[config.mk]
export PLATFORM = sky130hd
export DESIGN_NAME = rstgen_top
export DESIGN_NICKNAME = d
export VERILOG_FILES = /design/src/rtl/rstgen_pkg.sv /design/src/rtl/rstgen_sync.sv /design/src/rtl/rstgen_stretch.sv /design/src/rtl/rstgen_cause.sv /design/src/rtl/rstgen_top.sv
export SDC_FILE = /design/constraint.sdc
export NUM_CORES = 1
export LEC_CHECK = 0
export BUFFER_PORTS_ARGS = -buffer_cell sky130_fd_sc_hd__buf_2
export CORE_MARGIN = 10
export CORE_UTILIZATION = 30
export CTS_BUF_LIST = sky130_fd_sc_hd__clkbuf_4
export CTS_CLUSTER_DIAMETER = 50
export CTS_CLUSTER_SIZE = 14
export DETAILED_ROUTE_END_ITERATION = 10
export GPL_ROUTABILITY_DRIVEN = 0
export GPL_TIMING_DRIVEN = 0
export PLACE_DENSITY = 0.58
export SETUP_SLACK_MARGIN = 0.3
export SLEW_MARGIN = 0
export SYNTH_ARGS = -nofsm -noshare
export SYNTH_HDL_FRONTEND = slang
export SYNTH_SLANG_ARGS = --single-unit
[constraint.sdc]
create_clock -name clk -period 3.3 [get_ports clk]
set_input_delay 0.99 -clock clk [delete_from_list [all_inputs] [get_ports clk]]
set_output_delay 0.99 -clock clk [all_outputs]
set_load 0.01 [all_outputs]
[src/rtl/rstgen_pkg.sv]
package rstgen_pkg;
  localparam int NCAUSE = 8;
  localparam int C_AON  = 0;
  localparam int C_CORE = 1;
  localparam int C_PIN  = 2;
  localparam int C_WDOG = 3;
  localparam int C_SW   = 4;
  localparam int C_WAKE = 5;
  localparam int C_OPT  = 6;
  localparam int C_LOCK = 7;
  localparam int NDOM   = 3;
  localparam int D_POR  = 0;
  localparam int D_SYS  = 1;
  localparam int D_DAP  = 2;
  typedef logic [NCAUSE-1:0] cause_t;
endpackage

[src/rtl/rstgen_sync.sv]
module rstgen_sync #(
  parameter int STAGES = 2
) (
  input  logic clk,
  input  logic arst_n,
  output logic req_s
);
  logic [STAGES-1:0] sh_q;
  logic [STAGES-1:0] sh_d;

  always_comb sh_d = {sh_q[STAGES-2:0], 1'b0};

  always_ff @(posedge clk or negedge arst_n) begin
    if (!arst_n) sh_q <= '1;
    else         sh_q <= sh_d;
  end

  assign req_s = sh_q[STAGES-1];


  sync_release_chk: assert property (@(posedge clk) disable iff (!arst_n)
    $fell(req_s) |-> !$past(sh_q[0]));
endmodule

[src/rtl/rstgen_stretch.sv]
module rstgen_stretch #(
  parameter int STRETCH = 16
) (
  input  logic clk,
  input  logic arst_n,
  input  logic req,
  output logic rst_n
);
  localparam int CW = $clog2(STRETCH + 1);
  localparam logic [CW-1:0] LIM = CW'(STRETCH);

  logic [CW-1:0] cnt_q;
  logic [CW-1:0] cnt_d;
  logic          cnt_en;

  always_comb begin
    cnt_en = req || (cnt_q != LIM);
    cnt_d  = req ? '0 : cnt_q + 1'b1;
  end

  always_ff @(posedge clk or negedge arst_n) begin
    if (!arst_n)     cnt_q <= '0;
    else if (cnt_en) cnt_q <= cnt_d;
  end

  assign rst_n = (cnt_q == LIM);


  req_asserts_chk: assert property (@(posedge clk) disable iff (!arst_n)
    req |=> !rst_n);

  stays_released_chk: assert property (@(posedge clk) disable iff (!arst_n)
    rst_n && !req |=> rst_n || req);
endmodule

[src/rtl/rstgen_cause.sv]
module rstgen_cause
  import rstgen_pkg::*;
(
  input  logic   clk,
  input  logic   rst_n,
  input  cause_t lvl,
  input  logic   rd_en,
  output cause_t rd_data
);
  cause_t prev_q;
  cause_t cause_q;
  cause_t cause_d;
  cause_t rd_q;
  cause_t rise;
  cause_t win;
  logic   found;
  logic   cause_en;

  always_comb begin
    rise  = lvl & ~prev_q;
    win   = '0;
    found = 1'b0;
    for (int i = C_CORE; i <= C_WAKE; i++) begin
      if (rise[i] && !found) begin
        win[i] = 1'b1;
        found  = 1'b1;
      end
    end
    if (found)             cause_d = win;
    else if (rise[C_OPT])  cause_d = cause_q | (cause_t'(1) << C_OPT);
    else if (rise[C_LOCK]) cause_d = cause_t'(1) << C_LOCK;
    else                   cause_d = cause_q;
    cause_en = |rise;
  end

  always_ff @(posedge clk or negedge rst_n) begin
    if (!rst_n) begin
      prev_q  <= '1;
      cause_q <= cause_t'(1) << C_AON;
    end else begin
      prev_q <= lvl;
      if (cause_en) cause_q <= cause_d;
    end
  end

  always_ff @(posedge clk or negedge rst_n) begin
    if (!rst_n)     rd_q <= '0;
    else if (rd_en) rd_q <= cause_q;
  end

  assign rd_data = rd_q;


  cause_onehot_chk: assert property (@(posedge clk) disable iff (!rst_n)
    $onehot(cause_q & ~(cause_t'(1) << C_OPT)));

  opt_keeps_orig_chk: assert property (@(posedge clk) disable iff (!rst_n)
    $rose(cause_q[C_OPT]) |-> $countones(cause_q) == 2);

  rd_hold_chk: assert property (@(posedge clk) disable iff (!rst_n)
    !$past(rd_en) |-> $stable(rd_data));
endmodule

[src/rtl/rstgen_top.sv]
module rstgen_top
  import rstgen_pkg::*;
#(
  parameter int STRETCH     = 16,
  parameter int SYNC_STAGES = 2
) (
  input  logic              clk,
  input  logic              aon_rst_n,
  input  logic              core_fail,
  input  logic              ext_rst_n,
  input  logic              wdog_expire,
  input  logic              sw_rst_req,
  input  logic              optbyte_fail,
  input  logic              cpu_lockup,
  input  logic              dsleep_hold,
  input  logic              lv_pwr_good,
  input  logic              dap_rst_req,
  input  logic              rd_en,
  output logic              por_rst_n,
  output logic              sys_rst_n,
  output logic              dap_rst_n,
  output logic [NCAUSE-1:0] rd_data
);
  localparam int NASYNC = 2;

  logic [NASYNC-1:0] a_raw;
  logic [NASYNC-1:0] a_sync;
  logic              dom_arst_n;
  logic              por_req;
  logic              sleep_q;
  logic              sleep_d;
  logic              sleep_lvl;
  logic [NDOM-1:0]   dom_req;
  logic [NDOM-1:0]   dom_rst_n;
  cause_t            lvl;

  assign a_raw      = {~ext_rst_n, core_fail};
  assign dom_arst_n = aon_rst_n & ~(|a_raw);

  for (genvar g = 0; g < NASYNC; g++) begin : g_sync
    rstgen_sync #(.STAGES(SYNC_STAGES)) u_sync (
      .clk    (clk),
      .arst_n (aon_rst_n & ~a_raw[g]),
      .req_s  (a_sync[g])
    );
  end

  always_comb begin
    sleep_d   = dsleep_hold | (sleep_q & ~lv_pwr_good);
    sleep_lvl = dsleep_hold | sleep_q;
    por_req   = |a_sync;
    dom_req[D_POR] = por_req;
    dom_req[D_SYS] = por_req | wdog_expire | sw_rst_req | optbyte_fail | sleep_lvl;
    dom_req[D_DAP] = por_req | dap_rst_req;
  end

  always_ff @(posedge clk or negedge aon_rst_n) begin
    if (!aon_rst_n) sleep_q <= 1'b0;
    else            sleep_q <= sleep_d;
  end

  for (genvar d = 0; d < NDOM; d++) begin : g_dom
    rstgen_stretch #(.STRETCH(STRETCH)) u_str (
      .clk    (clk),
      .arst_n (dom_arst_n),
      .req    (dom_req[d]),
      .rst_n  (dom_rst_n[d])
    );
  end

  assign por_rst_n = dom_rst_n[D_POR];
  assign sys_rst_n = dom_rst_n[D_SYS];
  assign dap_rst_n = dom_rst_n[D_DAP];

  always_comb begin
    lvl         = '0;
    lvl[C_CORE] = a_sync[0];
    lvl[C_PIN]  = a_sync[1];
    lvl[C_WDOG] = wdog_expire;
    lvl[C_SW]   = sw_rst_req;
    lvl[C_WAKE] = sleep_lvl;
    lvl[C_OPT]  = optbyte_fail;
    lvl[C_LOCK] = cpu_lockup;
  end

  rstgen_cause u_cause (
    .clk     (clk),
    .rst_n   (aon_rst_n),
    .lvl     (lvl),
    .rd_en   (rd_en),
    .rd_data (rd_data)
  );


  por_covers_all_chk: assert property (@(posedge clk) disable iff (!aon_rst_n)
    !por_rst_n |-> !sys_rst_n && !dap_rst_n);

  sleep_holds_sys_chk: assert property (@(posedge clk) disable iff (!aon_rst_n)
    $past(dsleep_hold) |-> !sys_rst_n);

  dap_only_chk: assert property (@(posedge clk) disable iff (!aon_rst_n)
    $past(dap_rst_req) && por_rst_n |-> !dap_rst_n);
endmodule

Word-level counts from Yosys, hierarchy flattened
Index checks and enable logic that the tools add are counted.
{"block": "totals", "reg_bits": 44, "input_bits": 12, "output_inout_bits": 11}
{"block": "classes", "addsub": 3, "n_eq_ne": 7, "mux": 15, "bitwise": 17, "reduce_logical": 18}
{"cell": "two-way mux 8 bit", "count": 3}
{"cell": "adder 5 x 1 -> 5 bit (second input constant)", "count": 3}
{"cell": "equality test 5 bit (second input constant)", "count": 3}
{"cell": "two-way mux 5 bit", "count": 3}
{"cell": "!= test 5 bit (second input constant)", "count": 3}
{"cell": "two-way mux 1 bit", "count": 9}
{"cell": "AND 8 bit", "count": 1}
{"cell": "NOT 8 bit", "count": 1}
{"cell": "OR reduction 8 bit", "count": 1}
{"cell": "OR 1 bit", "count": 7}
{"cell": "AND 1 bit", "count": 4}
{"cell": "logical AND 1 bit", "count": 4}
{"cell": "logical NOT 1 bit", "count": 4}
{"cell": "NOT 1 bit", "count": 4}
{"cell": "OR reduction 2 bit", "count": 2}
{"cell": "logical OR 1 bit", "count": 3}
{"cell": "AND reduction 3 bit", "count": 1}
{"cell": "nonzero test 3 bit", "count": 1}
{"cell": "!= test 2 bit (second input constant)", "count": 1}
{"cell": "AND reduction 2 bit", "count": 1}
{"cell": "nonzero test 2 bit", "count": 1}

Depth between registers and ports, before layout
Gate-level depths: netlist of the first run.
{"block": "depth", "word_depth": 17, "mapped_depth": 6, "depth_no_buf": 5}

Hierarchy
Synthesis of the first run repeated with hierarchy kept, for this count alone.
{"block": "unflattened", "hier_cells": 157, "hier_area_um2": 2029.4}
{"mod": "rstgen_cause", "n_inst": 1, "cells_per_inst": 61, "area_each_um2": 959.7, "seq_area_each_um2": 585.6}
{"mod": "rstgen_stretch", "n_inst": 3, "cells_per_inst": 26, "area_each_um2": 289.0, "seq_area_each_um2": 125.1}
{"mod": "rstgen_sync", "n_inst": 2, "cells_per_inst": 3, "area_each_um2": 56.3, "seq_area_each_um2": 52.6}
{"mod": "rstgen_top", "n_inst": 1, "cells_per_inst": 12, "area_each_um2": 90.1, "seq_area_each_um2": 25.0}

Worst setup path after synthesis of the first run
No wires, ideal clock.
{"block": "synth_timing", "path_type": "register -> output", "startpoint": "reg g_dom[2].u_str.cnt_q[0]", "endpoint": "out dap_rst_n", "arrival_time_ns": 1.078, "slack_ns": 1.232, "stages_incl_launch_ff": 5, "path_cell_list": "dfrtp_1 inv_1 ha_1 nor4bb_1 clkbuf_1"}
{"block": "synth_between", "elab_chain_cells": 1}
{"item": "start, declared", "line": "rstgen_stretch.sv:12", "rtl": "logic [CW-1:0] cnt_q;"}
{"item": "start signal, assigned", "line": "rstgen_stretch.sv:23", "rtl": "else if (cnt_en) cnt_q <= cnt_d;"}
{"item": "equality test 5 bit", "line": "rstgen_stretch.sv:26", "rtl": "assign rst_n = (cnt_q == LIM);"}
{"item": "end, declared", "line": "rstgen_top.sv:21", "rtl": "output logic dap_rst_n,"}
No other way between the ends.

Worst setup path after layout of the first run
Same ends and word-level chain as after synthesis.

==> results of run 1 <==
[layer usage]
metal / up-vias / share of wire (%)
met5: - / 0
met4: 0 / 1.2
met3: 5 / 6.7
met2: 18 / 42
met1: 519 / 50
li1: 543 / -
[state kept, by name, summed over array words and instances, names as in the netlist]
| register | cells |
|---|---|
| g_sync.u_sync.sh_q | 4 |
| g_dom.u_str.cnt_q | 15 |
| u_cause.prev_q | 7 |
| sleep_q | 1 |
| u_cause.rd_data | 8 |
| u_cause.cause_q | 8 |
[kinds of logic after synthesis]
kind of cell | count (synthesis) | synth area share, %
AOI/OAI and AO/OA | 11 | 3.76
xor gates and xnor gates | 12 | 5.85
adders and majority gates | 6 | 4.18
buffers and inverters | 14 | 3.34
DFF | 43 | 60.7
muxes | 11 | 6.68
other | 1 | 0.209
and+or+nand+nor | 48 | 15.3
[area by class of cell]
class,count,area (um^2),share of cell area [%]
buffer,5,26.3,1.26
clock buffer,5,37.5,1.80
clock inverter,3,43.8,2.10
inverter,9,33.8,1.62
multi-input combinational,90,651,31.2
sequential,43,1090,52.4
tap,75,93.8,4.51
timing repair buffer,21,105,5.05
[layout by cell type, fill, tap and decap left out, drive strengths merged]
cell | Yosys | layout
o21ai | 3 | 3
o22ai | 2 | 2
a21oi | 2 | 2
o211ai | 1 | 1
or2 | 2 | 2
xor2 | 6 | 6
and3b | 1 | 1
nand2b | 5 | 5
clkinv | 0 | 2
dfrtp | 31 | 31
buf | 1 | 22
inv | 9 | 9
and2 | 2 | 2
mux2 | 8 | 8
nand2 | 1 | 1
bufinv | 0 | 1
mux2i | 3 | 3
nor3 | 5 | 5
nor4bb | 3 | 3
conb | 1 | 2
a21o | 1 | 1
or3 | 3 | 3
nor2b | 2 | 2
nor2 | 13 | 13
dfstp | 12 | 12
nand4 | 4 | 4
ha | 6 | 6
xnor2 | 6 | 6
o21bai | 2 | 2
nand3 | 7 | 7
clkbuf | 4 | 9
[worst paths after layout]
kind | startpoint | to | slack (ps)
worst max-delay path | g_dom[2].u_str.cnt_q[0] | dap_rst_n | 630
worst min register to register | g_sync[1].u_sync.sh_q[0] | g_sync[1].u_sync.sh_q[1] | 370
max in group asynchronous | aon_rst_n | g_dom[0].u_str.cnt_q[0] | 1390
worst max register to register | g_dom[2].u_str.cnt_q[0] | g_dom[2].u_str.cnt_q[1] | 1790
worst min-delay path | g_sync[1].u_sync.sh_q[0] | g_sync[1].u_sync.sh_q[1] | 370
min in group asynchronous | aon_rst_n | u_cause.rd_data[6] | 590
[power breakdown]
part,internal (mW),switching (mW),total [mW]
Sequential,0.555,0.0104,0.565
Combinational,0.0309,0.0410,0.0719
Clock,0.160,0.175,0.334
Total,0.745,0.226,0.972
[synth_stat cells (all sizes together)]
master	count
a21o	1
a21oi	2
and2	2
and3b	1
buf	1
clkbuf	4
conb	1
dfrtp	31
dfstp	12
ha	6
inv	9
mux2	8
mux2i	3
nand2	1
nand2b	5
nand3	7
nand4	4
nor2	13
nor2b	2
nor3	5
nor4bb	3
o211ai	1
o21ai	3
o21bai	2
o22ai	2
or2	2
or3	3
xnor2	6
xor2	6
[metrics by stage]
| stage | hold slack (ps) | total power, mW | setup WS, ps |
|---|---|---|---|
| after floorplan | 345 | 0.616 | 1230 |
| after global placement | 346 | 0.648 | 876 |
| after detailed placement | 348 | 0.650 | 810 |
| after CTS | 367 | 0.989 | 605 |
| after global routing | 368 | 1.02 | 509 |
| final | 366 | 0.972 | 633 |
==> results.cfg, run 1 <==
[yosys]
ys_warn_count = 0
syn_inst = 146
ys_seq_elements = 43
synth_top_cell_by_area = dfrtp_1
synthesis.area_um2 = 1800
syn_area_per_cell_um2 = 12.3
yosysSeqAreaShare_pct = 60.7
synth_top_area_share_pct = 43.1
synth_cell_types = 33
synth.area.top_cells = dfrtp_1, dfstp_2, mux2_2

[timing]
relSlewSlack_pct = 53.9
hold_viol = 0
fmax_mhz = 375
finalCritPeriodShare_pct = 80.8
worst_slew_pin_slew_ps = 692
fin_skew_ps = 25.5
period_minus_slack_ps = 2670
grt_setup_unrepaired = no
fin_tns_setup_ps = 0
setup_violations = 0
slew_violations = 0

[placed_design]
place_hpwl_mm = 2.27
place_area_um2 = 2000
port_buffers = 21
placed_cells = 243

[global_route]
grt_pass1_vias = 1147
grt_max_degree = 27
grt_use_met3_pct = 3.41
grt_pass1_wl_mm = 5.74
grt_usage_pct = 7.20
grt.overflow.total = 0
use_met1_pct = 9.28
antenna_found_initial = 0
busiest_layer = met2
grtUsageMet2_pct = 10.1

[setup_path]
critPathMaxFanout = 4
ff2ff_path_depth = 6
cp_cell_sequence = inv_1 > ha_1 > nor4bb_1 > clkbuf_1 > buf_2
crit_slowest_cell = dfrtp_1
critPathKind = reg2out
worst-path-stages = 5
critPathBufInv = 3
path_delay_family = buffers and inverters
worstPathArrival_ps = 1680
crit_required_ps = 2310
endpoint_kind = primary output
slowest_delay_ps = 420
startpoint_type = register

[clock_tree]
cts_sinks = 43
postCtsResizedCells = 0
clk_latency_ps = 360
cts_buffers = 5
post_cts_buffers = 0
clockBufferDepth = 2
cts.reportedPaths.clkPinSlew_ps = 120
htreeDepth = 2
cts_tree = yes
cts_hold_buf = 0
root_buffer = clkbuf_4

[die]
die_w_um = 97.4
rows = 28
coreArea_um2 = 5890
start_util_pct = 30.5
die_y_um = 97.4
ios = 23
die_area_um2 = 9490

[routing]
wire_per_inst_um = 12.4
routed_wl_mm = 3.11
via_count = 1085
drt-initial-drc-count = 45
avgViaCountPerCell = 4.32
drc = 0
dr.pass1.iters = 3
route.antenna.remaining_nets = 0

[worst_hold_path]
min_path_cells = 0
hp-class = reg2reg

[final_layout]
antenna_cells = 0
synthToLayoutAreaGrowth_pct = 15.8
fill_cells = 619
fin_area_um2 = 2080
layoutNonFillerInstCount = 251
nNetsFinal = 193
drive_gt1_share_pct = 30.1
fin_util_pct = 35.4

[job]
max_cap_viol_count = 0

[power]
power_density_nw_per_um2 = 467
leakage_nw = 0.945
peakVddDrop_v = 0.000302

[run_status]
outcome = finished, final reports clean
Note: power is estimated with default switching activity, not from simulation.
==> run 2, diff against run 1 <==
- PLACE_DENSITY: 0.58 -> 0.6
- clock period: 3.3 -> 2.4 ns (I/O delays scaled with it)
==> run 2 against run 1 <==
Count of clock-buffer cells in the layout did not move. Worst hold slack got worse by 52 ps. Via count rose by 6.2%. Register-to-register slack got worse by 880 ps. Power rose by 29%. First-iteration DRC count fell by 20%. Wire length rose by 11%. Global-route usage rose by 0.33 points. Clock skew fell by 3.1 ps. Die area did not move. Flip-flop and latch count did not move.
==> results.cfg, run 2 (synthesis gave the netlist of run 1 again) <==
[final_layout]
largest-register = g_dom.u_str.cnt_q
largest_reg_flops = 15
ff_latch_area_um2 = 1090
nNetsFinal = 208
antenna_cells = 0
multi_input_area_um2 = 733
final_cell_mix = dfrtp_1, buf_4, buf_2
drive_gt1_share_pct = 43.5
synthToLayoutAreaGrowth_pct = 27.2
fill_cells = 581
final_common_cell = dfrtp_1

[global_route]
grt_pass1_wl_mm = 5.90
grt_usage_pct = 7.53
grt.overflow.total = 0
grt_pass1_vias = 1228
grt_max_degree = 27
antenna_found_initial = 0

[timing]
grt_setup_unrepaired = yes
fmax_mhz = 468
hold_viol = 0
slew_violations = 0
fin_skew_ps = 22.4
worst_slew_pin_slew_ps = 698
period_minus_slack_ps = 2140
fin_tns_setup_ps = 0
setup_violations = 0
finalCritPeriodShare_pct = 89.0
hold_ws_ps = 313
relSlewSlack_pct = 53.5

[setup_path]
critPathKind = reg2out
crit_end = por_rst_n
timing.rr.end = g_dom[2].u_str.cnt_q[1]
r2r_slack_ps = 910
crit_slowest_cell = dfrtp_1
crit_required_ps = 1680
reg2reg_from = g_dom[2].u_str.cnt_q[0]
critPathLaunch = g_dom[0].u_str.cnt_q[0]
worstPathArrival_ps = 1420
ff2ff_path_depth = 8
startpoint_type = register
endpoint_kind = primary output
cp_cell_sequence = inv_2 > ha_4 > nor4bb_4 > buf_4 > buf_6
slowest_delay_ps = 410
critPathMaxFanout = 2

[routing]
drt-initial-drc-count = 36
dr.pass1.iters = 4
via_count = 1152
route.antenna.remaining_nets = 0
wire_per_inst_um = 13.0
drc = 0
avgViaCountPerCell = 4.33
routed_wl_mm = 3.46

[die]
coreArea_um2 = 5890
ios = 23
die_w_um = 97.4
start_util_pct = 30.5
rows = 28
die_area_um2 = 9490
die_y_um = 97.4

[clock_tree]
cts_buffers = 5
cts_tree = yes
cts.reportedPaths.clkPinSlew_ps = 150
root_buffer = clkbuf_4
cts_sinks = 43
htreeDepth = 2
cts_hold_buf = 0
clk_latency_ps = 360
clockBufferDepth = 2

[placed_design]
port_buffers = 21
place_hpwl_mm = 2.28

[power]
leakage_nw = 1.03
power_density_nw_per_um2 = 549
peakVddDrop_v = 0.000363
p_total_mw = 1.26

[worst_hold_path]
hp-class = in2async

[run_status]
outcome = finished, final reports clean

[job]
max_cap_viol_count = 0
run 2: cell types whose count changed in the layout (fill, tap and decap cells not counted), sizes merged:
cell      delta
clkbuf       -3
bufinv       -1
inv          +1
buf         +18
clkinv       -2
clkinvlp     +2
run 2: power breakdown:
group          internal, mW  switching, mW
sequential            0.763         0.0139
clock                 0.117          0.249
combinational        0.0516         0.0605
total                 0.932          0.324
run 2: layout make-up:
cell class	count	share of cell area [%]
Timing Repair Buffer	36	10.3
Multi-Input combinational cell	90	32.1
Tap cell	75	4.10
Clock buffer	5	1.64
Buffer	5	1.64
Clock inverter	3	1.04
Sequential cell	43	47.7
Inverter	9	1.48
run 2: worst min-delay path by stage:
stage                                  start                        to  slack [ps]
floorplan           g_sync[0].u_sync.sh_q[0]  g_sync[0].u_sync.sh_q[1]         350
global placement    g_sync[0].u_sync.sh_q[0]  g_sync[0].u_sync.sh_q[1]         350
detailed placement  g_sync[0].u_sync.sh_q[0]  g_sync[0].u_sync.sh_q[1]         350
CTS                                aon_rst_n        u_cause.rd_data[6]         340
global route                       aon_rst_n        u_cause.rd_data[6]         330
finish                             aon_rst_n        u_cause.rd_data[6]         310
run 2: critical path, delay by kind of cell, from the launching register on:
kind | cells | cell delay (ps)
adders and majority gates | 1 | 130
buffers and inverters | 3 | 340
DFF | 1 | 410
and+or+nand+nor | 1 | 190
run 2: per-stage QoR:
step | area [um^2] | setup WS, ps | std cells | utilization (%)
finish | 2290 | 264 | 266 | 38.9
global route | 2290 | 184 | 266 | 38.9
CTS | 2220 | 230 | 263 | 37.7
detailed placement | 2000 | 210 | 243 | 34.0
global placement | 2000 | 250 | 243 | 34.0
floorplan | 1800 | 602 | 147 | -
run 2: timing repair:
item / in CTS / in global routing
pin swaps: 4 / 1
resized for setup: 21 / 9
buffers inserted: 12 / 3
gates cloned: 0 / 0
setup endpoints to repair: 3 / 3
run 2: metal layers:
metal	vias up	share of wire [%]	global-route usage, %
met5	-	0	0
met4	0	1.4	3.13
met1	555	45	8.81
li1	572	-	-
met2	17	49	12.1
met3	8	4.5	2.77
